### config.mk
export PLATFORM = sky130hd
export DESIGN_NAME = rst_cause_reg
export DESIGN_NICKNAME = d
export VERILOG_FILES = /design/src/rtl/rst_cause_pkg.sv /design/src/rtl/rst_src_qual.sv /design/src/rtl/rst_hold_ctl.sv /design/src/rtl/cop_timer.sv /design/src/rtl/rst_cause_reg.sv
export SDC_FILE = /design/constraint.sdc
export NUM_CORES = 1
export LEC_CHECK = 0
export CAP_MARGIN = 20
export CORE_AREA = 2 2 53 55
export DETAILED_ROUTE_END_ITERATION = 8
export DIE_AREA = 0 0 55 57
export PLACE_DENSITY = 0.71
export SYNTH_ARGS = -nofsm -noshare
export SYNTH_HDL_FRONTEND = slang
export SYNTH_SLANG_ARGS = --single-unit
### constraint.sdc
create_clock -name clk_i -period 1.39 [get_ports clk_i]
set_input_delay 0.3475 -clock clk_i [delete_from_list [all_inputs] [get_ports clk_i]]
set_output_delay 0.3475 -clock clk_i [all_outputs]
set_load 0.03 [all_outputs]
### src/rtl/rst_cause_pkg.sv
package rst_cause_pkg;
  localparam int B_POR  = 7;
  localparam int B_PIN  = 6;
  localparam int B_COP  = 5;
  localparam int B_ILOP = 4;
  localparam int B_ICG  = 2;
  localparam int B_LVD  = 1;
  localparam logic [7:0] POR_VAL = 8'h82;

  typedef struct packed {
    logic por;
    logic lvd;
    logic pin;
    logic cop;
    logic ilop;
    logic icg;
  } src_t;

  // priority: power-on, then low-voltage, then the rest
  function automatic logic [7:0] next_status(input src_t s, input logic cur_por);
    logic [7:0] v;
    v = '0;
    if (s.por) begin
      v = POR_VAL;
    end else if (s.lvd) begin
      v[B_POR] = cur_por;
      v[B_LVD] = 1'b1;
    end else begin
      v[B_PIN]  = s.pin;
      v[B_COP]  = s.cop;
      v[B_ILOP] = s.ilop;
      v[B_ICG]  = s.icg;
    end
    return v;
  endfunction
endpackage

### src/rtl/rst_src_qual.sv
module rst_src_qual
  import rst_cause_pkg::*;
(
  input  logic por_i,
  input  logic lvd_i,
  input  logic pin_ni,
  input  logic cop_tmo_i,
  input  logic cop_en_i,
  input  logic illegal_op_i,
  input  logic stop_op_i,
  input  logic stop_en_i,
  input  logic bgnd_op_i,
  input  logic dbg_en_i,
  input  logic icg_rst_i,
  output src_t src_o,
  output logic any_o
);
  always_comb begin
    src_o.por  = por_i;
    src_o.lvd  = lvd_i;
    src_o.pin  = ~pin_ni;
    src_o.cop  = cop_tmo_i & cop_en_i;
    src_o.ilop = illegal_op_i | (stop_op_i & ~stop_en_i) | (bgnd_op_i & ~dbg_en_i);
    src_o.icg  = icg_rst_i;
    any_o      = |src_o;
  end
endmodule

### src/rtl/rst_hold_ctl.sv
module rst_hold_ctl
  import rst_cause_pkg::*;
#(
  parameter int HOLD_CYC = 8
) (
  input  logic clk_i,
  input  logic rst_ni,
  input  src_t src_i,
  input  logic any_i,
  output logic rst_o,
  output logic commit_o,
  output src_t cause_o
);
  localparam int CNT_W = $clog2(HOLD_CYC + 1);

  logic [CNT_W-1:0] cnt_q;
  src_t acc_q;

  assign rst_o    = (cnt_q != '0);
  assign commit_o = (cnt_q == CNT_W'(1)) && !any_i;
  assign cause_o  = acc_q;

  always_ff @(posedge clk_i or negedge rst_ni) begin
    if (!rst_ni) begin
      cnt_q <= '0;
    end else if (any_i) begin
      cnt_q <= CNT_W'(HOLD_CYC);
    end else if (rst_o) begin
      cnt_q <= cnt_q - CNT_W'(1);
    end
  end

  // gather every source seen during the pulse, flush at commit
  always_ff @(posedge clk_i or negedge rst_ni) begin
    if (!rst_ni) begin
      acc_q <= '0;
    end else if (commit_o) begin
      acc_q <= '0;
    end else begin
      acc_q <= (rst_o ? acc_q : '0) | src_i;
    end
  end
endmodule

### src/rtl/cop_timer.sv
module cop_timer #(
  parameter int COP_W = 6
) (
  input  logic clk_i,
  input  logic rst_ni,
  input  logic clr_i,
  output logic tmo_o
);
  logic [COP_W-1:0] cnt_q;

  assign tmo_o = &cnt_q;

  always_ff @(posedge clk_i or negedge rst_ni) begin
    if (!rst_ni) begin
      cnt_q <= '0;
    end else if (clr_i) begin
      cnt_q <= '0;
    end else begin
      cnt_q <= cnt_q + COP_W'(1);
    end
  end
endmodule

### src/rtl/rst_cause_reg.sv
module rst_cause_reg
  import rst_cause_pkg::*;
#(
  parameter int HOLD_CYC = 8,
  parameter int COP_W    = 6
) (
  input  logic       clk_i,
  input  logic       rst_ni,
  input  logic       por_i,
  input  logic       lvd_i,
  input  logic       pin_ni,
  input  logic       cop_en_i,
  input  logic       illegal_op_i,
  input  logic       stop_op_i,
  input  logic       stop_en_i,
  input  logic       bgnd_op_i,
  input  logic       dbg_en_i,
  input  logic       icg_rst_i,
  input  logic       bus_sel_i,
  input  logic       bus_we_i,
  output logic       sys_rst_o,
  output logic [7:0] status_o,
  output logic       cop_kick_o,
  output logic       cop_tmo_o
);
  src_t src;
  src_t cause;
  logic any_src;
  logic commit;
  logic [7:0] status_q;

  assign cop_kick_o = bus_sel_i & bus_we_i;

  rst_src_qual u_qual (
    .por_i       (por_i),
    .lvd_i       (lvd_i),
    .pin_ni      (pin_ni),
    .cop_tmo_i   (cop_tmo_o),
    .cop_en_i    (cop_en_i),
    .illegal_op_i(illegal_op_i),
    .stop_op_i   (stop_op_i),
    .stop_en_i   (stop_en_i),
    .bgnd_op_i   (bgnd_op_i),
    .dbg_en_i    (dbg_en_i),
    .icg_rst_i   (icg_rst_i),
    .src_o       (src),
    .any_o       (any_src)
  );

  rst_hold_ctl #(.HOLD_CYC(HOLD_CYC)) u_hold (
    .clk_i   (clk_i),
    .rst_ni  (rst_ni),
    .src_i   (src),
    .any_i   (any_src),
    .rst_o   (sys_rst_o),
    .commit_o(commit),
    .cause_o (cause)
  );

  cop_timer #(.COP_W(COP_W)) u_cop (
    .clk_i (clk_i),
    .rst_ni(rst_ni),
    .clr_i (cop_kick_o | sys_rst_o),
    .tmo_o (cop_tmo_o)
  );

  always_ff @(posedge clk_i or negedge rst_ni) begin
    if (!rst_ni) begin
      status_q <= POR_VAL;
    end else if (commit) begin
      status_q <= next_status(cause, status_q[B_POR]);
    end
  end

  assign status_o = status_q;
endmodule

==> results of run 1 <==
==> metrics by stage <==
| step | cell area [sq um] | total power [mW] |
|---|---|---|
| floorplan | 1090 | 0.711 |
| global placement | 1420 | 0.775 |
| detailed placement | 1420 | 0.778 |
| CTS | 1650 | 1.14 |
| global route | 1720 | 1.19 |
| finish | 1720 | 1.14 |
==> Yosys cell counts <==
library cell	number
dfrtp_1	20
nor2_1	15
inv_1	9
nand2_1	9
a21oi_1	7
mux2i_1	5
nand3_1	4
ha_1	3
nand2b_1	3
xnor2_1	3
buf_4	2
dfstp_2	2
nor3_1	2
or2_2	2
xor2_1	2
a211o_1	1
a211oi_1	1
and2_1	1
and3b_1	1
buf_2	1
buf_6	1
clkbuf_1	1
conb_1	1
nand3b_1	1
nand4b_1	1
nor2_2	1
nor4b_4	1
o211ai_1	1
o2bb2ai_1	1
or3_1	1
or3b_1	1
==> flip-flops by register name (all words and copies together) (netlist names) <==
name / flops
u_hold.cause_o: 6
u_cop.cnt_q: 6
status_o: 6
u_hold.cnt_q: 4
==> kinds of logic after synthesis <==
| kind of cell | synth area share (%) |
|---|---|
| and+or+nand+nor | 21.6 |
| DFF | 52.6 |
| buffers and inverters | 6.54 |
| AOI/OAI and AO/OA | 6.42 |
| xor gates and xnor gates | 4.16 |
| muxes | 4.76 |
| adders and majority gates | 3.57 |
| other | 0.356 |
==> metal layers <==
layer | track usage [%] | part of all wire [%] | wire, um
met5 | 0 | 0 | 0
met4 | 8.36 | 1.8 | 46
met3 | 5.24 | 4.2 | 110
met2 | 30.3 | 57 | 1490
met1 | 18.7 | 37 | 962
==> path summary, 6_finish.rpt <==
path | depth (start not counted) | slack [ns] | endpoint
worst max-delay path | 4 | -0.42 | sys_rst_o
worst min-delay path | 1 | 0.27 | status_o[6]
worst max register to register | 8 | -0.40 | u_cop.cnt_q[0]
worst min register to register | 2 | 0.48 | status_o[7]
max in group asynchronous | 2 | 0.66 | u_hold.cause_o[1]
min in group clk_i | 2 | 0.35 | u_hold.cause_o[3]
==> cell type report <==
| type | count | share of cell area, % |
|---|---|---|
| Inverter | 9 | 1.96 |
| Timing Repair Buffer | 52 | 27.8 |
| Multi-Input combinational cell | 69 | 33.7 |
| Sequential cell | 22 | 32.1 |
| Clock buffer | 4 | 2.11 |
| Tap cell | 31 | 2.25 |
==> worst max-delay path, cell delays in order (launching register included) <==
cell and delay, ns:
dfrtp_1 0.41, inv_2 0.08, ha_4 0.13, or3b_4 0.38, buf_6 0.15
==> repair_timing <==
item / in CTS / in global routing
endpoints found under the setup margin: 27 / 26
pin swaps: 9 / 6
buffers inserted: 13 / 5
gates resized for setup: 48 / 18
==> power by group through the flow <==
| stage | Combinational, mW | Clock, mW | Sequential [mW] |
|---|---|---|---|
| 6_report | 0.121 | 0.361 | 0.657 |
| 5_1_grt | 0.131 | 0.396 | 0.659 |
| 4_1_cts | 0.118 | 0.365 | 0.657 |
| 3_5_place_dp | 0.109 | 0 | 0.669 |
| 3_3_place_gp | 0.106 | 0 | 0.669 |
| 2_1_floorplan | 0.0425 | 0 | 0.669 |
==> impl_metrics.ini, run 1 <==
[outcome]
status = finished, violations left
failed_checks = negative setup slack

[sta]
finalSetupViolations = 24
hold_slack_ns = 0.272
rsz0062_at_grt = true
fmax_ghz = 0.553
timing.final.crit_share_pct = 130
period_minus_slack_ns = 1.81
finalSetupTns_ns = -6.61
hold_viol = 0
finalWorstSetupSlack_ns = -0.418
fin_skew_ns = 0.00713
maxSlewViolCount = 0

[worst_setup_path]
cp-end-kind = output port
path_max_fanout = 2
worstReg2RegStart = u_hold.cnt_q[1]
crit_path_start_kind = register
arrival_ns = 1.46
required_ns = 1.04
crit_type = register to output port
crit_start = u_hold.cnt_q[1]

[power_and_ir_drop]
switching_power_mw = 0.264
p_leak_nw = 0.750
p_per_area_nw_per_um2 = 662
switching_share_pct = 23.2
power_frac_seq_pct = 57.7
internal_power_mw = 0.875
vdd_drop_max_mv = 0.592
power_frac_comb_pct = 10.6
clkPwrFrac_pct = 31.7

[yosys]
synth-seq-cells = 22
synth.area.top_cells = dfrtp_1 (48%), nor2_1 (5.4%), dfstp_2 (5.0%)
yosysWarnings = 0
postSynthAreaPerCell_sq_um = 10.1
ys_types = 31
synth_largest_area_cell = dfrtp_1
synth_top_area_share_pct = 47.6
yosysSeqAreaShare_pct = 52.6
synth_area_sq_um = 1050
syn_inst = 104

[cells_and_area]
area_delta_synth_final_pct = 63.5
finish.utilization_pct = 65.8
n_fill_cell = 223
fin_cells = 187
final_nets = 174
drive_gt1_share_pct = 46.8
multi_input_area_sq_um = 581
regArea_sq_um = 553
antennaDiodeCount = 0
layout_common_cells = buf_4 (23), dfrtp_1 (20), buf_6 (12)
final_common_cell = buf_4

[flow_run]
cap_violations = 0

[clock_network]
cts_inserted_buffers = 3
cts_tree = yes
cts.sink_count = 22
cts_max_path_buffers = 2
htree_levels = 1
clkLatencyLatePin_ns = 0.31
cts.root.buffer_cell = clkbuf_4
path_clk_slew_ns = 0.13
hold_buffers = 0

[route]
dr.pass1.iters = 4
drt-initial-drc-count = 19
dr_total_vias = 917
routedWlPerCell_um = 14.0
route.detailed.drc = 0
totalWireLength_um = 2610
viasPerCell = 4.90
final_antenna_net_count = 0

[place]
dp_cells = 171
io_buffer_count = 22
place_congestion = 0.737
dpl_worst_slack_ns = -0.543
place_hpwl_um = 1670

[floorplanning]
dieArea_sq_um = 3140
initial_core_util_pct = 40.2
ios = 25
core.rowCount = 19
core_area_sq_um = 2620
die_w_um = 55
fp.dieH_um = 57

[grt]
antenna_found_initial = 0
grt_overflow = 0
track_usage_pct = 17.5
grt_pass1_vias = 1007
grt_pass1_wl_um = 4040
grt_start_max_net_pins = 13

[worst_hold_path]
min_path_type = primary input to asynchronous set/reset pin
No activity file was read; power rests on OpenSTA's default activity.
==> inputs of run 2 (changes only) <==
Settings changed: CORE_AREA 2 2 53 55 to 10 10 61 63, DIE_AREA 0 0 55 57 to 0 0 71 73.
==> run 2 against run 1 <==
  * Combinational power increased by 5%
  * Largest cell class unchanged
  * Sequential power about the same
  * The flow still finishes with violations (negative setup slack)
  * Sequential share of layout area increased by 0.55 points
  * Final cell count decreased by 2.7%
  * Highest routed layer unchanged
  * Non-clock buffer count decreased by 4
  * Largest power group unchanged
  * Clock skew increased by 0.0028 ns
  * Fmax increased by 0.68%
==> impl_metrics.ini, run 2 (synthesis results as in run 1) <==
[worst_setup_path]
r2r_cells = 7
crit_chain = inv_2 -> ha_4 -> or3b_4 -> buf_6
crit_path_start_kind = register
path_depth = 4
path_max_fanout = 2
critPathTopFamily = flip-flops
arrival_ns = 1.45
critical_path_buf_inv_count = 2
worst_path_largest_cell_delay_ns = 0.42
cp-end-kind = output port
crit_slowest_cell = dfrtp_1
required_ns = 1.04
crit_type = register to output port

[sta]
period_minus_slack_ns = 1.80
finalWorstSetupSlack_ns = -0.406
hold_viol = 0
maxSlewViolCount = 0
timing.final.crit_share_pct = 129
rsz0062_at_grt = true
fin_skew_ns = 0.00995
finalSetupTns_ns = -4.16
finalSetupViolations = 22
fmax_ghz = 0.557

[floorplanning]
ios = 25
fp.dieH_um = 73
die_w_um = 71
dieArea_sq_um = 5180
core_area_sq_um = 2620
core.rowCount = 19
initial_core_util_pct = 40.2

[cells_and_area]
drive_gt1_share_pct = 47.7
final_nets = 170
multi_input_area_sq_um = 606
fin_area_sq_um = 1690
antennaDiodeCount = 0
area_delta_synth_final_pct = 60.8
n_fill_cell = 213
final_common_cell = buf_4
fin_cells = 182
layout_common_cells = buf_4 (26), dfrtp_1 (20), nor2_1 (9)
regArea_sq_um = 553

[power_and_ir_drop]
p_per_area_nw_per_um2 = 635
vdd_drop_max_mv = 0.464
p_leak_nw = 0.741

[route]
route.detailed.drc = 0
totalWireLength_um = 2630
dr.pass1.iters = 2
drt-initial-drc-count = 29
routedWlPerCell_um = 14.4
final_antenna_net_count = 0
dr_total_vias = 865
viasPerCell = 4.75

[place]
place_congestion = 0.740
place_hpwl_um = 1830
dp_cells = 170
dpl_cell_area_sq_um = 1420
dpl_worst_slack_ns = -0.576
io_buffer_count = 22

[clock_network]
cts.root.buffer_cell = clkbuf_4
path_clk_slew_ns = 0.12
cts_inserted_buffers = 3
cts.sink_count = 22
cts_tree = yes
htree_levels = 1
cts_max_path_buffers = 2
clkLatencyLatePin_ns = 0.30

[grt]
grt_overflow = 0
grt_pass1_vias = 997
grt_start_max_net_pins = 12
track_usage_pct = 10.2
grt_pass1_wl_um = 4430
antenna_found_initial = 0

[outcome]
failed_checks = negative setup slack
status = finished, violations left

[worst_hold_path]
whs_path_depth = 3
min_path_type = primary input to register

[flow_run]
cap_violations = 0
-- run 2: changes by cell type in the layout (fill, tap and decap cells not counted), moves of 2 or more --
cell,before,now
buf_6,12,4
buf_4,23,26
buf_12,1,3
clkbuf_2,0,2
dlygate4sd2_1,6,4
nand2_1,9,7
nand2_2,0,2
-- run 2: cell type report --
| cell class | instances | share of cell area (%) |
|---|---|---|
| Multi-Input combinational cell | 69 | 35.8 |
| Sequential cell | 22 | 32.7 |
| Timing Repair Buffer | 48 | 25.9 |
| Tap cell | 31 | 2.29 |
| Inverter | 9 | 2.00 |
| Clock buffer | 3 | 1.33 |
-- run 2: tightest hold or removal path, stage by stage --
cell and delay (ns):
clkbuf_2 0.12, a21oi_2 0.04, nor2_1 0.08
-- run 2: final timing paths --
check                                     start           endpoint  slack, ns
worst max-delay path            u_hold.cnt_q[0]          sys_rst_o      -0.41
worst min-delay path                      por_i  u_hold.cause_o[5]       0.32
worst max register to register  u_hold.cnt_q[0]     u_cop.cnt_q[3]      -0.33
worst min register to register      status_o[1]        status_o[1]       0.49
max in group asynchronous                rst_ni    u_hold.cnt_q[1]       0.58
min in group asynchronous                rst_ni  u_hold.cause_o[3]       0.33
-- run 2: timing repair --
item | 4_1_cts | 5_1_grt
setup endpoints to repair | 26 | 25
setup buffers | 7 | 3
resized for setup | 33 | 29
hold buffers | 0 | 0
pin swaps | 9 | 9
gates cloned | 1 | 0
-- run 2: where the power goes --
group	total (mW)	internal, mW	switching, mW	leakage [nW]
Sequential	0.660	0.651	0.00856	0.246
Combinational	0.127	0.0663	0.0602	0.481
Clock	0.287	0.101	0.187	0.0138
-- run 2: per-stage QoR --
step	util (%)	power [mW]	hold WS [ns]
6_report	64.7	1.07	0.320
5_1_grt	64.7	1.13	0.332
4_1_cts	61.2	1.07	0.327
3_5_place_dp	54.4	0.781	0.471
3_3_place_gp	54.4	0.779	0.453
2_1_floorplan	-	0.711	0.0519
-- run 2: layer usage --
layer / up-vias / share of wire (%) / global-route usage (%)
met3: 2 / 5.8 / 3.13
met2: 18 / 54 / 19.4
met5: - / 0 / 0
met1: 416 / 40 / 10.6
met4: 0 / 0.23 / 2.37
li1: 429 / - / -
==> inputs of run 3 (changes only) <==
Settings changed: RECOVER_POWER set to 25.
==> run 3 against run 2 <==
  * The flow still finishes with violations (negative setup slack)
  * Via count unchanged
  * Critical path depth stayed put
  * Setup slack unchanged
  * Sequential share of layout area unchanged
  * Sequential cell count is the same
  * Clock skew stayed put
  * Register-to-register slack hardly changed
  * Cell area is the same
  * First-iteration DRC count unchanged
  * Global-route usage stayed put
  * Total power about the same
  * Combinational power is essentially flat
  * Largest power group unchanged
==> impl_metrics.ini, run 3 (synthesis results as in run 1) <==
[grt]
grt_overflow = 0
grt_pass1_vias = 997
grt_start_max_net_pins = 12
grt_pass1_wl_um = 4430
antenna_found_initial = 0
track_usage_pct = 10.2

[cells_and_area]
layout_common_cells = buf_4 (26), dfrtp_1 (20), nor2_1 (9)
final_nets = 170
finish.utilization_pct = 64.7
fin_area_sq_um = 1690
area_delta_synth_final_pct = 60.8
antennaDiodeCount = 0
drive_gt1_share_pct = 47.7
final_common_cell = buf_4
n_fill_cell = 213

[power_and_ir_drop]
switching_share_pct = 23.8
internal_power_mw = 0.818
power_frac_seq_pct = 61.5
vdd_drop_max_mv = 0.464
p_per_area_nw_per_um2 = 634
p_leak_nw = 0.742
switching_power_mw = 0.255
power_frac_comb_pct = 11.7
clkPwrFrac_pct = 26.8

[worst_setup_path]
required_ns = 1.04
path_max_fanout = 2
crit_type = register to output port
arrival_ns = 1.45
crit_path_start_kind = register
cp-end-kind = output port

[floorplanning]
core.rowCount = 19
ios = 25
initial_core_util_pct = 40.2
core_area_sq_um = 2620
dieArea_sq_um = 5180
fp.dieH_um = 73
die_w_um = 71

[route]
totalWireLength_um = 2630
viasPerCell = 4.75
routedWlPerCell_um = 14.4
dr_total_vias = 865
route.detailed.drc = 0
dr.pass1.iters = 2
drt-initial-drc-count = 29
final_antenna_net_count = 0

[clock_network]
path_clk_slew_ns = 0.12
hold_buffers = 0
cts_max_path_buffers = 2
cts_tree = yes
htree_levels = 1
clkLatencyLatePin_ns = 0.30
cts_inserted_buffers = 3
cts.root.buffer_cell = clkbuf_4
cts.sink_count = 22

[flow_run]
cap_violations = 0

[sta]
finalSetupViolations = 22
fin_skew_ns = 0.00995
rsz0062_at_grt = true
fmax_ghz = 0.557
period_minus_slack_ns = 1.80
finalWorstSetupSlack_ns = -0.406
hold_slack_ns = 0.320
finalSetupTns_ns = -4.16
maxSlewViolCount = 0
timing.final.crit_share_pct = 129
hold_viol = 0

[outcome]
failed_checks = negative setup slack
status = finished, violations left

[place]
dpl_worst_slack_ns = -0.576
place_congestion = 0.740
dpl_cell_area_sq_um = 1420
place_hpwl_um = 1830
io_buffer_count = 22

[worst_hold_path]
min_path_type = primary input to register
[run 3: changes by cell type in the layout (fill, tap and decap cells not counted), sizes merged]
| cell | before | now |
|---|---|---|
| clkdlybuf4s50 | 7 | 6 |
| dlygate4sd3 | 0 | 1 |
[run 3: power groups by stage]
stage	clock network [mW]	logic (mW)	registers, mW
2_1_floorplan	0	0.0425	0.669
3_3_place_gp	0	0.110	0.669
6_report	0.287	0.126	0.660
5_1_grt	0.330	0.137	0.661
3_5_place_dp	0	0.112	0.669
4_1_cts	0.300	0.115	0.657
[run 3: per-stage QoR]
step	total power [mW]	cells
6_report	1.07	182
5_1_grt	1.13	182
4_1_cts	1.07	181
3_5_place_dp	0.781	170
3_3_place_gp	0.779	170
2_1_floorplan	0.711	105
[run 3: worst max-delay path, cell delays in order, from the launching register on]
cell,delay [ns]
dfrtp_1,0.42
inv_2,0.07
ha_4,0.13
or3b_4,0.38
buf_6,0.15
[run 3: path summary, 6_finish.rpt]
kind | start | end | slack (ns) | depth (start not counted)
setup / recovery | u_hold.cnt_q[0] | sys_rst_o | -0.41 | 4
hold / removal | por_i | u_hold.cause_o[5] | 0.32 | 3
setup reg to reg | u_hold.cnt_q[0] | u_cop.cnt_q[3] | -0.33 | 7
hold reg to reg | status_o[1] | status_o[1] | 0.49 | 2
max in group asynchronous | rst_ni | u_hold.cnt_q[1] | 0.51 | 2
min in group asynchronous | rst_ni | u_hold.cause_o[3] | 0.40 | 1
[run 3: layout make-up]
type	instances	area (sq um)	area share, %
Clock buffer	3	22.5	1.33
Inverter	9	33.8	2.00
Multi-Input combinational cell	69	606	35.8
Sequential cell	22	553	32.7
Tap cell	31	38.8	2.29
Timing Repair Buffer	48	438	25.9
[run 3: what timing repair did]
action | 4_1_cts | 5_1_grt
setup endpoints to repair | 26 | 25
pin swaps | 9 | 9
resized for setup | 33 | 29
cloned | 1 | 0
setup buffers | 7 | 3
endpoints found under the hold margin | 0 | 0
[run 3: routing by layer]
layer | part of all wire, % | global-route usage (%) | routed length (um) | vias up
li1 | - | - | - | 429
met1 | 40 | 10.6 | 1050 | 416
met2 | 54 | 19.4 | 1420 | 18
met3 | 5.8 | 3.13 | 152 | 2
met4 | 0.23 | 2.37 | 6 | 0
met5 | 0 | 0 | 0 | -
